===== config.mk =====
export PLATFORM = sky130hd
export DESIGN_NAME = gpio_port_ctrl
export DESIGN_NICKNAME = d
export VERILOG_FILES = /design/src/rtl/gpio_port_pkg.sv /design/src/rtl/gpio_port_sync.sv /design/src/rtl/gpio_port_regs.sv /design/src/rtl/gpio_port_dirmux.sv /design/src/rtl/gpio_port_ctrl.sv
export SDC_FILE = /design/constraint.sdc
export NUM_CORES = 1
export LEC_CHECK = 0
export BUFFER_PORTS_ARGS = -buffer_cell sky130_fd_sc_hd__buf_2
export CAP_MARGIN = 15
export CORE_MARGIN = 8
export CORE_UTILIZATION = 45
export CTS_BUF_LIST = sky130_fd_sc_hd__clkbuf_16
export CTS_CLUSTER_SIZE = 30
export DETAILED_ROUTE_END_ITERATION = 8
export PLACE_DENSITY = 0.75
export SLEW_MARGIN = 30
export SYNTH_ARGS = -nofsm -noshare
export SYNTH_HDL_FRONTEND = slang
export SYNTH_SLANG_ARGS = --single-unit

===== constraint.sdc =====
create_clock -name clk -period 2.05 [get_ports clk]
set_input_delay 0.1025 -clock clk [delete_from_list [all_inputs] [get_ports clk]]
set_output_delay 0.1025 -clock clk [all_outputs]
set_load 0.05 [all_outputs]

===== src/rtl/gpio_port_pkg.sv =====
// Package: gpio_port_pkg
// Holds the register offsets shared by the port controller, its checker
// and anything that decodes the port's address window.
// Assumes an 8-bit offset within the window.
package gpio_port_pkg;
    localparam int unsigned OFS_W = 8;

    localparam logic [OFS_W-1:0] OFS_OUTDATA = 8'h10;
    localparam logic [OFS_W-1:0] OFS_PINS    = 8'h11;
    localparam logic [OFS_W-1:0] OFS_DIR     = 8'h12;

    typedef enum logic [1:0] {
        SEL_NONE    = 2'd0,
        SEL_OUTDATA = 2'd1,
        SEL_PINS    = 2'd2,
        SEL_DIR     = 2'd3
    } reg_sel_e;

    // Map an offset onto the register it names (SEL_NONE when unmapped).
    function automatic reg_sel_e decode_ofs(input logic [OFS_W-1:0] ofs);
        reg_sel_e sel;
        case (ofs)
            OFS_OUTDATA: sel = SEL_OUTDATA;
            OFS_PINS:    sel = SEL_PINS;
            OFS_DIR:     sel = SEL_DIR;
            default:     sel = SEL_NONE;
        endcase
        return sel;
    endfunction
endpackage


===== src/rtl/gpio_port_sync.sv =====
// Module: gpio_port_sync
// Multi-stage flop synchronizer for a vector of pad inputs, clocked by the
// bus clock. Each bit is treated on its own; no coherence across bits is
// promised. Assumes STAGES >= 1. Reset clears every stage.
module gpio_port_sync #(
    parameter int unsigned WIDTH  = 8,
    parameter int unsigned STAGES = 2
) (
    input  logic             clk,
    input  logic             rst_n,
    input  logic [WIDTH-1:0] async_in,
    output logic [WIDTH-1:0] sync_out
);
    logic [WIDTH-1:0] stage_q [STAGES];

    for (genvar s = 0; s < STAGES; s++) begin : g_stage
        logic [WIDTH-1:0] stage_d;

        // Select the feed of this stage: the pads for the first, else the previous stage.
        if (s == 0) begin : g_first
            always_comb stage_d = async_in;
        end else begin : g_next
            always_comb stage_d = stage_q[s-1];
        end

        // Capture this stage on every bus clock edge.
        always_ff @(posedge clk) begin
            if (!rst_n) stage_q[s] <= '0;
            else        stage_q[s] <= stage_d;
        end
    end

    assign sync_out = stage_q[STAGES-1];
endmodule


===== src/rtl/gpio_port_regs.sv =====
// Module: gpio_port_regs
// Storage for the direction and output-data registers. Write strobes come
// already decoded from the top; a strobe loads the full byte.
// Assumes at most one strobe is used per write access.
module gpio_port_regs #(
    parameter int unsigned WIDTH = 8
) (
    input  logic             clk,
    input  logic             rst_n,
    input  logic             wr_dir,
    input  logic             wr_outdata,
    input  logic [WIDTH-1:0] wdata,
    output logic [WIDTH-1:0] dir_q,
    output logic [WIDTH-1:0] outdata_q
);
    // Direction register: 1 = output, cleared to all inputs on reset.
    always_ff @(posedge clk) begin
        if (!rst_n)      dir_q <= '0;
        else if (wr_dir) dir_q <= wdata;
    end

    // Output-data register: value driven on pins whose direction is output.
    always_ff @(posedge clk) begin
        if (!rst_n)          outdata_q <= '0;
        else if (wr_outdata) outdata_q <= wdata;
    end
endmodule


===== src/rtl/gpio_port_dirmux.sv =====
// Module: gpio_port_dirmux
// Per-pin effective direction. Pins below OVR_W are forced to input while the
// peripheral enable is high; pins at or above OVR_W always follow their
// direction bit. Output data is gated to zero on pins not enabled.
// Assumes OVR_W <= WIDTH. Purely combinational.
module gpio_port_dirmux #(
    parameter int unsigned WIDTH = 8,
    parameter int unsigned OVR_W = 7
) (
    input  logic             periph_en,
    input  logic [WIDTH-1:0] dir_q,
    input  logic [WIDTH-1:0] outdata_q,
    output logic [WIDTH-1:0] pad_oe,
    output logic [WIDTH-1:0] pad_do
);
    for (genvar i = 0; i < WIDTH; i++) begin : g_pin
        if (i < OVR_W) begin : g_shared
            // Shared pin: the peripheral's enable takes priority over the direction bit.
            always_comb pad_oe[i] = dir_q[i] & ~periph_en;
        end else begin : g_own
            // Port-only pin: the direction bit alone decides.
            always_comb pad_oe[i] = dir_q[i];
        end

        // Drive data only where the pin is an effective output.
        always_comb pad_do[i] = pad_oe[i] & outdata_q[i];
    end
endmodule


===== src/rtl/gpio_port_ctrl.sv =====
// Module: gpio_port_ctrl
// Eight-pin I/O port: register decode, read multiplexer, direction override
// for a peripheral sharing the low pins, and a synchronized pin readback.
// Assumes a single-cycle access: writes land on the edge where bus_sel and
// bus_wr are high; read data is combinational from the offset.
module gpio_port_ctrl
    import gpio_port_pkg::*;
#(
    parameter int unsigned PIN_W       = 8,
    parameter int unsigned OVR_W       = 7,
    parameter int unsigned SYNC_STAGES = 2
) (
    input  logic             clk,
    input  logic             rst_n,
    input  logic             bus_sel,
    input  logic             bus_wr,
    input  logic [OFS_W-1:0] bus_addr,
    input  logic [PIN_W-1:0] bus_wdata,
    output logic [PIN_W-1:0] bus_rdata,
    input  logic             periph_en,
    input  logic [PIN_W-1:0] pin_in,
    output logic [PIN_W-1:0] pad_oe,
    output logic [PIN_W-1:0] pad_do
);
    localparam int unsigned OVR_EFF = (OVR_W > PIN_W) ? PIN_W : OVR_W;

    reg_sel_e         acc_sel;
    logic             wr_dir;
    logic             wr_outdata;
    logic [PIN_W-1:0] dir_q;
    logic [PIN_W-1:0] outdata_q;
    logic [PIN_W-1:0] pins_sync;

    // Decode the offset and form write strobes; pin register has no strobe.
    always_comb begin
        acc_sel    = decode_ofs(bus_addr);
        wr_dir     = bus_sel & bus_wr & (acc_sel == SEL_DIR);
        wr_outdata = bus_sel & bus_wr & (acc_sel == SEL_OUTDATA);
    end

    gpio_port_regs #(
        .WIDTH (PIN_W)
    ) u_regs (
        .clk        (clk),
        .rst_n      (rst_n),
        .wr_dir     (wr_dir),
        .wr_outdata (wr_outdata),
        .wdata      (bus_wdata),
        .dir_q      (dir_q),
        .outdata_q  (outdata_q)
    );

    gpio_port_dirmux #(
        .WIDTH (PIN_W),
        .OVR_W (OVR_EFF)
    ) u_dirmux (
        .periph_en (periph_en),
        .dir_q     (dir_q),
        .outdata_q (outdata_q),
        .pad_oe    (pad_oe),
        .pad_do    (pad_do)
    );

    gpio_port_sync #(
        .WIDTH  (PIN_W),
        .STAGES (SYNC_STAGES)
    ) u_sync (
        .clk      (clk),
        .rst_n    (rst_n),
        .async_in (pin_in),
        .sync_out (pins_sync)
    );

    // Return the addressed register on a read; zero when idle or unmapped.
    always_comb begin
        bus_rdata = '0;
        if (bus_sel && !bus_wr) begin
            case (acc_sel)
                SEL_OUTDATA: bus_rdata = outdata_q;
                SEL_PINS:    bus_rdata = pins_sync;
                SEL_DIR:     bus_rdata = dir_q;
                default:     bus_rdata = '0;
            endcase
        end
    end
endmodule


# Word-level counts from Yosys, hierarchy flattened
# Memories as Yosys holds them, arrays and structs flattened.
# Cells that the tools add are included.
# word_totals
ff_bits	16
ramBits	16
in_bits	29
out_inout_bits	24
mem_count	1
# op_classes
eq_ne	6
muxes	7
bitwise_logic	21
reduce_logical	2
# memory_table
memory	depth	word_bits	rd	rd_ports_with_merged_regs	wr	line	source
u_sync.stage_q	2	8	2	0	2	gpio_port_sync.sv:14	logic [WIDTH-1:0] stage_q [STAGES];
# ops
operator	n
8-bit by 5-bit == test with 1-bit output (second input constant)	3
8-bit 2-to-1 mux	3
8-bit case mux with 3 select lines	1
1-bit AND	18
2-bit case mux with 3 select lines	1
2-bit == test (second input constant)	2
2-bit by 1-bit == test with 1-bit output (second input constant)	1
1-bit 2-to-1 mux	2
1-bit OR	2
1-bit logical AND	1
1-bit logical NOT	1
1-bit inverter	1

# Logic depth before layout (Yosys ltp)
# depth
ltp_word	5
depth_mapped	4
ltp_nobuf	3

# Modules after synthesis
# From an unflattened synthesis, not the netlist that was laid out.
# hier_totals
cells_unflattened	144
hier_area_um2	1468.9
# by_module_without_submodules
mod	n_inst	cells_per_inst	area_per_inst_um2	seq_area_each_um2
gpio_port_regs	1	51	608.1	320.3
gpio_port_sync	1	33	446.7	320.3
gpio_port_ctrl	1	43	284.0	0.0
gpio_port_dirmux	1	17	130.1	0.0

# Worst setup path after synthesis
# Ideal clock, no wire load.
# synth_timing
kind	reg2out
start	register u_regs.dir_q[0]
end	output port pad_do[0]
t_arrival_ns	1.606
required_time_ns	1.947
slack_ns	0.342
path_stages_with_launch	3
n_path_buf	0
cell_sequence	dfxtp_1 -> nor2b_1 -> and2_1
# synth_between
elab_chain_len	2
# synth_rtl
element	line	source
from (decl)	gpio_port_regs.sv:13	output logic [WIDTH-1:0] dir_q,
from (signal assigned)	gpio_port_regs.sv:19	else if (wr_dir) dir_q <= wdata;
1-bit AND	gpio_port_dirmux.sv:19	always_comb pad_oe[i] = dir_q[i] & ~periph_en;
via pad_oe[0]	gpio_port_ctrl.sv:22	output logic [PIN_W-1:0] pad_oe,
1-bit AND	gpio_port_dirmux.sv:26	always_comb pad_do[i] = pad_oe[i] & outdata_q[i];
to (decl)	gpio_port_ctrl.sv:23	output logic [PIN_W-1:0] pad_do
# The timed path passes the listed nets, and every way through them passes these cells.

# Worst setup path in the final report
# layout_timing
start	input port bus_addr[5]
end	output port bus_rdata[1]
# layout_between
elab_chain_len	5
word_cells_on_any_way	9
classes_between	eq/ne: 6; mux: 3
# layout_rtl
element	line	source
from (decl)	gpio_port_ctrl.sv:17	input logic [OFS_W-1:0] bus_addr,
8-bit by 5-bit == test with 1-bit output	gpio_port_pkg.sv:22	case (ofs)
2-bit case mux with 3 select lines (*)	gpio_port_pkg.sv:22	
2-bit == test or 2-bit by 1-bit == test with 1-bit output (tied branches)	gpio_port_ctrl.sv:78	case (acc_sel)
8-bit case mux with 3 select lines (*)	gpio_port_ctrl.sv:78	
8-bit 2-to-1 mux (*)	gpio_port_ctrl.sv:77	if (bus_sel && !bus_wr) begin
to (decl)	gpio_port_ctrl.sv:19	output logic [PIN_W-1:0] bus_rdata,
# Mark *: on every way between the ends. The rest lies on a longest branch, timed or not.

==> run summary <==
Die outline width - 71.9 µm
Crit Path Category - input pin to output pin
Least-Margin Pin Slew - 0.586 ns
Reg-to-reg endpoint - u_regs.outdata_q[5]
Tot GR Track Use - 0.137
WHS Path Cells - 2
Crit Path Max Fanout - 8
Core area - 3000 µm²
Chip Height - 71.9 µm
Number of max-cap violations - 0
Cts hold-fix bufs - 0
I/O Buffers - 52
P per Cell Area - 832 nW/µm²
Post-Synthesis Cells - 143
NumNets Final - 225
Relative slew slack - 0.610
Initial DRC Count - 28
RSZ-0062 raised after global routing - no
Final setup TNS - 0 ns
H-tree depth - 2
Post-synthesis cell type count - 15
Post-DRT Antenna Nets - 0
Die area - 5170 µm²
CTS sink count - 32
Core Rows - 20
Fin crit share - 0.792
CTS Buffer Depth - 2
Crit. End Element - output pin
Post-route setup slack - 0.426 ns
DR vias - 1169
First-pass GRT wire length - 5.56 mm
Hold wc startpoint - pin_in[1]
DRT Wirelength - 3.44 mm
Ys Warns - 0
Skew final - 0.00241 ns
Hold EP - u_sync.stage_q[0][1]
Vias in the first global route - 1218
Diodes inserted - 0
Max-slew violation count - 0
LEAKAGE - 0.000970 µW
Worst-Skew Late Latency - 0.27 ns
Starting density of the core - 0.468
Worst r2r path cells - 2
Largest net degree at the start of global routing - 41
Critical R2R Launch - u_regs.outdata_q[5]
I/O Pins - 53
Mean post-synth cell area - 9.83 µm²
Initial antenna violation count - 0
CTS Root Cell - clkbuf_16
Reg2Reg Setup Slack - 1.37 ns
Achievable Freq - 0.616 GHz
Worst Path Arrival - 1.52 ns
Share of post-route cells with drive strength above 1 - 0.330
Residual DRC - 0
GPL Wtd Cong - 0.776
Hold Path Class - input pin to flop
Final Critical Period - 1.62 ns
VDD IR max - 0.633 mV
CTS tree - done
Routed wire per std cell - 15.0 µm
Cell Area, Synth - 1410 µm²
Num CTS Buffers - 5
Post-cts resize count - 0
Worst-path clk slew - 0.05 ns
Postcts setup bufs - 0
Synth Net Count - 172
CP Launch Type - input pin
Setup Viol. Count Final - 0
Register area share after synthesis - 0.456
CP required - 1.95 ns
DRT Pass-1 Iters - 5
Area growth syn-to-layout - 31.6%
Worst slack, placed - 0.413 ns
Total gr overflow - 0
#FFs+latches synth - 32
Hold Vio Cnt, Final - 0
Via density - 5.08
Post-DP HPWL - 2.56 mm
Status - completed
==> worst max path at each step <==
stage	from	depth (start not counted)	to	slack, ns
finish	bus_addr[5]	5	bus_rdata[1]	0.43
global route	bus_addr[5]	5	bus_rdata[2]	0.31
CTS	bus_addr[5]	5	bus_rdata[6]	0.41
detailed placement	bus_addr[5]	5	bus_rdata[6]	0.41
global placement	bus_addr[5]	5	bus_rdata[7]	0.50
floorplan	u_regs.dir_q[0]	2	pad_do[0]	0.34
==> cell usage after synthesis <==
| cell type | instances | share of area |
|---|---|---|
| nand3_1 | 1 | 0.0036 |
| a2bb2oi_1 | 8 | 0.050 |
| buf_2 | 2 | 0.0071 |
| nor4b_4 | 1 | 0.017 |
| nand2_1 | 24 | 0.064 |
| nor3b_4 | 1 | 0.013 |
| mux2i_1 | 24 | 0.17 |
| clkbuf_1 | 5 | 0.013 |
| nor2b_1 | 8 | 0.036 |
| buf_4 | 1 | 0.0053 |
| and2_1 | 24 | 0.11 |
| dfxtp_1 | 32 | 0.46 |
| a21oi_1 | 1 | 0.0036 |
| nor2_1 | 9 | 0.024 |
| nand4_4 | 2 | 0.030 |
==> through the flow <==
step           std cells  total power [µW]  area, µm²  hold slack, ns  utilization
2_1_floorplan        143               705       1410           0.230            -
3_3_place_gp         222               744       1690           0.307        0.562
3_5_place_dp         222               748       1690           0.312        0.562
4_1_cts              230              1550       1850          0.0312        0.616
5_1_grt              230              1600       1850          0.0335        0.616
6_report             230              1540       1850          0.0358        0.616
==> area by class of cell <==
type | count | area, µm²
Timing Repair Buffer | 54 | 275
Clock inverter | 3 | 38.8
Tap cell | 33 | 41.3
Clock buffer | 5 | 125
Multi-Input combinational cell | 103 | 729
Fill cell | 267 | 1150
Sequential cell | 32 | 641
==> worst max-delay path, stage by stage <==
cell	delay, ns
buf_2	0.12
nor4b_4	0.44
nand3_1	0.38
nor2_1	0.20
buf_2	0.28
==> placed cells by master, fill, tap and decap left out, drive strengths merged <==
| cell type | netlist | layout |
|---|---|---|
| buf | 3 | 54 |
| dfxtp | 32 | 32 |
| mux2i | 24 | 24 |
| and2 | 24 | 24 |
| nand2 | 24 | 24 |
| nor2 | 9 | 9 |
| nor2b | 8 | 8 |
| a2bb2oi | 8 | 8 |
| clkbuf | 5 | 5 |
| nand4 | 2 | 2 |
| a21oi | 1 | 1 |
| nor3b | 1 | 1 |
| nor4b | 1 | 1 |
| nand3 | 1 | 1 |
| inv | 0 | 1 |
| bufinv | 0 | 1 |
| clkinv | 0 | 1 |
==> cells by family (layout without fill, tap and decap cells) <==
group	count (synthesis)	after routing	synth area share
muxes	24	24	0.171
DFF	32	32	0.456
and+or+nand+nor	70	70	0.294
buffers and inverters	8	62	0.0258
AOI/OAI and AO/OA	9	9	0.0534
==> routing by layer <==
metal  wire, µm  vias to the layer above  GRT usage
li1           -                      585          -
met1       1390                      534      0.137
met2       1710                       42      0.241
met3        273                        8     0.0675
met4         59                        0     0.0476
met5          0                        -          0
==> power breakdown <==
part           internal [µW]  total [µW]  switching (µW)
Sequential               638         642            3.89
Combinational           45.8        93.6            47.8
Clock                    564         804             240
Total                   1250        1540             291
==> flip-flops by register name, indices dropped and copies added (netlist names) <==
name              count
u_sync.stage_q       16
u_regs.dir_q          8
u_regs.outdata_q      8
Note: power is estimated with default switching activity, not from simulation.
